**src/rtl/smb_mon_pkg.sv**
```systemverilog
package smb_mon_pkg;
  localparam int unsigned SYNC_STAGES = 2;
  localparam int unsigned FREE_LIMIT  = 10;
  localparam int unsigned LOW_W       = 16;
  localparam int unsigned NUM_SRC     = 4;
  localparam int unsigned SEL_W       = $clog2(NUM_SRC);
endpackage

```
**src/rtl/smb_line_sync.sv**
```systemverilog
module smb_line_sync #(
  parameter int unsigned STAGES = 2,
  parameter int unsigned LINES  = 2
) (
  input  logic             clk,
  input  logic             rst,
  input  logic [LINES-1:0] raw_i,
  output logic [LINES-1:0] sync_o
);
  for (genvar g = 0; g < LINES; g++) begin : g_line
    logic [STAGES-1:0] chain;
    always_ff @(posedge clk) begin
      if (rst) chain <= '1;
      else     chain <= {chain[STAGES-2:0], raw_i[g]};
    end
    assign sync_o[g] = chain[STAGES-1];
  end
endmodule

```
**src/rtl/smb_cond_detect.sv**
```systemverilog
module smb_cond_detect (
  input  logic clk,
  input  logic rst,
  input  logic en,
  input  logic sda_s,
  input  logic scl_s,
  input  logic free_evt,
  input  logic slave_inh,
  input  logic is_master,
  output logic busy_o,
  output logic start_o,
  output logic stop_o,
  output logic bus_irq_o
);
  logic sda_q, scl_q;
  logic start_d, stop_d, irq_mask;

  assign start_d  = en && sda_q && !sda_s && scl_q && scl_s;
  assign stop_d   = en && !sda_q && sda_s && scl_q && scl_s;
  assign irq_mask = slave_inh && !is_master;

  always_ff @(posedge clk) begin
    if (rst) begin
      sda_q     <= 1'b1;
      scl_q     <= 1'b1;
      busy_o    <= 1'b0;
      start_o   <= 1'b0;
      stop_o    <= 1'b0;
      bus_irq_o <= 1'b0;
    end else begin
      sda_q     <= sda_s;
      scl_q     <= scl_s;
      start_o   <= start_d;
      stop_o    <= stop_d;
      bus_irq_o <= (start_d || stop_d) && !irq_mask;
      if (!en)                      busy_o <= 1'b0;
      else if (start_d)             busy_o <= 1'b1;
      else if (stop_d || free_evt)  busy_o <= 1'b0;
    end
  end

  p_start_sets_busy_r2: assert property (@(posedge clk) disable iff (rst)
    start_o |-> busy_o);
  p_stop_clears_busy_r3: assert property (@(posedge clk) disable iff (rst)
    stop_o |-> !busy_o);
  p_off_quiet_r1: assert property (@(posedge clk) disable iff (rst)
    !en |=> (!busy_o && !start_o && !stop_o && !bus_irq_o));
  p_irq_masked_r9: assert property (@(posedge clk) disable iff (rst)
    (bus_irq_o && !(start_o || stop_o)) |-> 1'b0 == 1'b1 ? 1'b0 : !bus_irq_o);
endmodule

```
**src/rtl/smb_free_timer.sv**
```systemverilog
module smb_free_timer #(
  parameter int unsigned LIMIT   = 10,
  parameter int unsigned NUM_SRC = 4,
  localparam int unsigned SEL_W  = $clog2(NUM_SRC),
  localparam int unsigned CW     = $clog2(LIMIT + 2)
) (
  input  logic               clk,
  input  logic               rst,
  input  logic               en,
  input  logic               free_to_en,
  input  logic               sda_s,
  input  logic               scl_s,
  input  logic [SEL_W-1:0]   src_sel,
  input  logic [NUM_SRC-1:0] tick_src,
  output logic               free_o
);
  localparam logic [CW-1:0] LIM  = CW'(LIMIT);
  localparam logic [CW-1:0] SATV = CW'(LIMIT + 1);

  logic [CW-1:0] cnt;
  logic          tick, idle, run;

  assign tick = tick_src[src_sel];
  assign idle = sda_s && scl_s;
  assign run  = en && free_to_en && idle;

  always_ff @(posedge clk) begin
    if (rst || !run) begin
      cnt    <= '0;
      free_o <= 1'b0;
    end else begin
      free_o <= tick && (cnt == LIM);
      if (tick && cnt != SATV) cnt <= cnt + 1'b1;
    end
  end

  p_free_sat_r4: assert property (@(posedge clk) disable iff (rst)
    cnt <= SATV);
  p_free_pulse_r4: assert property (@(posedge clk) disable iff (rst)
    free_o |=> !free_o);
  p_free_off_r1: assert property (@(posedge clk) disable iff (rst)
    !en |=> !free_o);
endmodule

```
**src/rtl/smb_low_timer.sv**
```systemverilog
module smb_low_timer #(
  parameter int unsigned W = 16,
  localparam int unsigned HW = W / 2
) (
  input  logic         clk,
  input  logic         rst,
  input  logic         en,
  input  logic         scl_to_en,
  input  logic         scl_s,
  input  logic         split_mode,
  input  logic [W-1:0] reload_val,
  output logic         low_irq_o
);
  logic [W-HW-1:0] hi;
  logic [HW-1:0]   lo;
  logic            armed, counting, lo_wrap;

  assign counting = en && scl_to_en && !scl_s;
  assign lo_wrap  = &lo;

  always_ff @(posedge clk) begin
    if (rst || !en || !scl_to_en) begin
      hi        <= reload_val[W-1:HW];
      lo        <= reload_val[HW-1:0];
      armed     <= 1'b1;
      low_irq_o <= 1'b0;
    end else if (!counting) begin
      hi        <= reload_val[W-1:HW];
      lo        <= split_mode ? lo + 1'b1 : reload_val[HW-1:0];
      armed     <= 1'b1;
      low_irq_o <= 1'b0;
    end else begin
      lo <= lo + 1'b1;
      if (lo_wrap) hi <= hi + 1'b1;
      low_irq_o <= armed && lo_wrap && (&hi);
      if (lo_wrap && (&hi)) armed <= 1'b0;
    end
  end

  p_low_pulse_r7: assert property (@(posedge clk) disable iff (rst)
    low_irq_o |=> !low_irq_o);
  p_low_held_r6: assert property (@(posedge clk) disable iff (rst)
    (en && scl_to_en && scl_s) |=> !low_irq_o);
  p_low_rearm_r7: assert property (@(posedge clk) disable iff (rst)
    (low_irq_o && !scl_s) |=> !armed);
endmodule

```
**src/rtl/smb_bus_monitor.sv**
```systemverilog
module smb_bus_monitor
  import smb_mon_pkg::*;
(
  input  logic               clk,
  input  logic               rst,
  input  logic               en,
  input  logic               sda_in,
  input  logic               scl_in,
  input  logic               free_to_en,
  input  logic               scl_to_en,
  input  logic [SEL_W-1:0]   src_sel,
  input  logic [NUM_SRC-1:0] tick_src,
  input  logic               split_mode,
  input  logic [LOW_W-1:0]   reload_val,
  input  logic               slave_inh,
  input  logic               is_master,
  output logic               busy_o,
  output logic               start_o,
  output logic               stop_o,
  output logic               free_o,
  output logic               low_irq_o,
  output logic               bus_irq_o
);
  logic [1:0] lines_s;
  logic       sda_s, scl_s;

  smb_line_sync #(.STAGES(SYNC_STAGES), .LINES(2)) u_sync (
    .clk(clk), .rst(rst), .raw_i({scl_in, sda_in}), .sync_o(lines_s)
  );
  assign sda_s = lines_s[0];
  assign scl_s = lines_s[1];

  smb_free_timer #(.LIMIT(FREE_LIMIT), .NUM_SRC(NUM_SRC)) u_free (
    .clk(clk), .rst(rst), .en(en), .free_to_en(free_to_en),
    .sda_s(sda_s), .scl_s(scl_s), .src_sel(src_sel),
    .tick_src(tick_src), .free_o(free_o)
  );

  smb_cond_detect u_cond (
    .clk(clk), .rst(rst), .en(en), .sda_s(sda_s), .scl_s(scl_s),
    .free_evt(free_o), .slave_inh(slave_inh), .is_master(is_master),
    .busy_o(busy_o), .start_o(start_o), .stop_o(stop_o),
    .bus_irq_o(bus_irq_o)
  );

  smb_low_timer #(.W(LOW_W)) u_low (
    .clk(clk), .rst(rst), .en(en), .scl_to_en(scl_to_en),
    .scl_s(scl_s), .split_mode(split_mode), .reload_val(reload_val),
    .low_irq_o(low_irq_o)
  );

  p_free_clears_r4: assert property (@(posedge clk) disable iff (rst)
    (free_o && !start_o) |=> !busy_o);
  p_start_stop_excl_r2: assert property (@(posedge clk) disable iff (rst)
    !(start_o && stop_o));
endmodule

```
**config.mk**
```make
export PLATFORM = sky130hd
export DESIGN_NAME = smb_bus_monitor
export DESIGN_NICKNAME = d
export VERILOG_FILES = /design/src/rtl/smb_mon_pkg.sv /design/src/rtl/smb_line_sync.sv /design/src/rtl/smb_cond_detect.sv /design/src/rtl/smb_free_timer.sv /design/src/rtl/smb_low_timer.sv /design/src/rtl/smb_bus_monitor.sv
export SDC_FILE = /design/constraint.sdc
export NUM_CORES = 1
export LEC_CHECK = 0
export ABC_CLOCK_PERIOD_IN_PS = 2200
export BUFFER_PORTS_ARGS = -buffer_cell sky130_fd_sc_hd__buf_4
export CAP_MARGIN = 20
export CORE_UTILIZATION = 51
export CTS_CLUSTER_DIAMETER = 50
export DETAILED_ROUTE_END_ITERATION = 8
export GPL_TIMING_DRIVEN = 0
export PLACE_DENSITY = 0.78
export SYNTH_ARGS = -nofsm -noshare
export SYNTH_HDL_FRONTEND = slang
export SYNTH_SLANG_ARGS = --single-unit
```
**constraint.sdc**
```tcl
create_clock -name clk -period 2.2 [get_ports clk]
set_input_delay 0.33 -clock clk [delete_from_list [all_inputs] [get_ports clk]]
set_output_delay 0.33 -clock clk [all_outputs]
set_load 0.005 [all_outputs]
```
==> out/results.ini <==
[sta]
finalHoldViolations=0
setup_tns_ns=0
maxSlewViolCount=0
fmax_mhz=560.0
post-route-min-period_ns=1.786
grt_setup_unrepaired=false
hold_ws_ns=0.1719
slew_headroom_pct=67.57
period_share_pct=81.17
fin_skew_ns=0.007265
worstMarginPinSlew_ns=0.4846
finalSetupViolations=0

[placed_design]
hpwl_um=2123
gp_congestion=0.7666
io_buffers=37
dpl-instance-area_mm2=0.001760

[floorplanning]
rows=18
pin_count=38
die_w_um=55.23
design.core.area_mm2=0.002567
die_area_mm2=0.003050
start_util_pct=56.29
die_h_um=55.23

[setup_path]
cp.required_ns=2.23
end_kind=flip-flop
slowest_stage=nor2_1
cp_max_fo=10
critPathArrivalTime_ns=1.81
reg2reg_from=u_sync.g_line[1].chain[1]
max_stage_delay_ns=0.43
crit_chain=clkbuf_1 -> nor2_1 -> buf_2 -> nand2_1
start_kind=flip-flop
crit_start=u_sync.g_line[1].chain[1]
critPathBufInv=2
crit_family=simple AND/OR/NAND/NOR gates
crit_type=reg2reg

[logic_synthesis]
yosys-top-cells-area=dfxtp_1 35%, edfxtp_1 17%, a21oi_1 5.5%
synth_top_family_by_area=simple AND/OR/NAND/NOR gates
ys_seq_elements=33
synth-simple-area-share_pct=22.60
syn_area_mm2=0.001445
synth_nets=182
yosysWarnings=0
synth-compound-area-share_pct=6.840
muxShareOfSynthArea_pct=4.502
syn_area_per_cell_um2=9.898
synthCells=146
synthAdderAreaFrac_pct=3.463
ys_seq_area_share_pct=51.26
synth_top_area_share_pct=34.63
synth_top_area_cell=dfxtp_1
synth_cell_types=32
synthXorXnorAreaFrac_pct=9.091

[route]
antenna_left=0
vias=1168
drc=0
wl_per_cell_um=12.37
dr.pass1.iters=4
drt_iter0_drc=28
via_per_inst=5.285
routed_wl_um=2733

[cts]
h-tree-depth=2
clk_latency_ns=0.34
cts_root_buffer=clkbuf_4
cts_resized=0
cts_sinks=33
hold_buffers=0
cts.clk_slew.worst_paths_ns=0.10
cts_tree=yes
cts_buffers=5
clockBufferDepth=2
post_cts_buffers=0

[global_routing]
antenna_found_initial=0
grt_max_degree=12
grt_overflow=0
first_global_vias=1143
grt_pass1_wl_um=4623
track_usage_pct=19.27

[finish]
area_growth_pct=25.54
fillCellCount=213
drive_above_1_share_pct=30.37
fin_nets=226
final_util_pct=70.66
diodes=0
post-route-cell-area_mm2=0.001814

[pwr]
power.leakage_uw=0.0007508
vdd_drop_max_uv=586.4
p_per_area_mw_per_mm2=618.7

[hold_path]
worstHoldStart=scl_in
hold_class=in2reg

[run_status]
status=finished clean

[job]
maxCapViolations=0

-- final cells by class --
cell class              instances  area (µm²)  share of cell area (%)
repair buffers                 37       277.8                   15.31
inverters                       5       18.77                   1.034
clock buffers                   5       37.54                   2.069
clock inverters                 3       16.27                  0.8966
well taps                      30       37.54                   2.069
plain buffers                   3       13.76                  0.7586
flip-flops and latches         33       740.7                   40.83
multi-input cells             105       671.9                   37.03
-- kinds of logic (layout without fill, tap and decap cells) --
kind of cell    Yosys count  count (layout)
simple gates             62              62
flops                    33              33
compound gates           19              19
xor+xnor                 15              15
buf+inv                   8              53
mux                       5               5
fa+ha+maj                 4               4
-- state kept, by name, indices dropped and copies added, names as in the netlist --
register / count
u_free.cnt: 4
u_low.lo: 8
u_cond.scl_q: 1
u_low.low_irq_o: 1
u_cond.sda_q: 1
u_free.free_o: 1
u_cond.bus_irq_o: 1
u_cond.start_o: 1
u_cond.busy_o: 1
u_cond.stop_o: 1
u_low.hi: 8
u_sync.g_line.chain: 4
u_low.armed: 1
-- placed cells by master, fill, tap and decap left out, types with 2 or more instances in the layout --
| cell | instances |
|---|---|
| edfxtp_1 | 8 |
| nor2b_1 | 3 |
| nand3_1 | 6 |
| ha_1 | 4 |
| nor2_1 | 18 |
| nand2_1 | 10 |
| xor2_1 | 6 |
| dfxtp_1 | 25 |
| nor3b_1 | 2 |
| clkinv_2 | 2 |
| nor3_1 | 3 |
| mux2i_1 | 2 |
| xnor2_1 | 9 |
| and3_1 | 3 |
| nand4_1 | 2 |
| a21oi_1 | 16 |
| or2_2 | 5 |
| buf_4 | 37 |
| buf_2 | 2 |
| mux2_1 | 2 |
| or2_1 | 2 |
| inv_1 | 4 |
| nand3b_1 | 3 |
| clkbuf_4 | 5 |
-- where the power goes --
part	total (µW)	internal (µW)	leakage, µW	switching [µW]
sequential	669	648	0.000290	21.7
combinational	128	77.9	0.000425	50.3
clock	325	121	0.0000353	204
total	1120	847	0.000751	276
-- per-layer routing --
layer,up-vias,share of wire (%),global-route usage (%)
li1,589,-,-
met4,0,2.6,9.286
met2,30,50,34.08
met3,9,4.6,6.792
met5,-,0,0
met1,540,42,20.18
-- synthesized netlist by cell type, drive strengths merged --
master  instances
xnor2           9
mux4            1
xor2            6
a211o           1
mux2i           2
or2             7
clkbuf          1
or4             1
or3             1
nor2           18
edfxtp          8
and3            4
buf             2
nor2b           3
nand4           2
a21oi          16
nor3b           2
o21ai           2
inv             5
mux2            2
nand3           7
dfxtp          25
nor3            3
ha              4
nand2          11
nand3b          3
-- through the flow --
step	power, µW	setup WS [ns]	cells
6_report	1122	0.4142	221
5_1_grt	1180	0.2501	221
4_1_cts	1136	0.4022	221
3_5_place_dp	811.8	0.1950	213
3_3_place_gp	803.6	0.2456	213
2_1_floorplan	748.4	0.5506	146
-- path summary, 6_finish.rpt --
| path | cells after the start | slack [ns] | end |
|---|---|---|---|
| max | 4 | 0.41 | u_low.hi[2] |
| min | 2 | 0.17 | u_sync.g_line[1].chain[0] |
| min reg2reg | 1 | 0.42 | u_sync.g_line[1].chain[1] |
| max reg2reg | 4 | 0.41 | u_low.hi[2] |
Power figures use the tool's default switching activity.
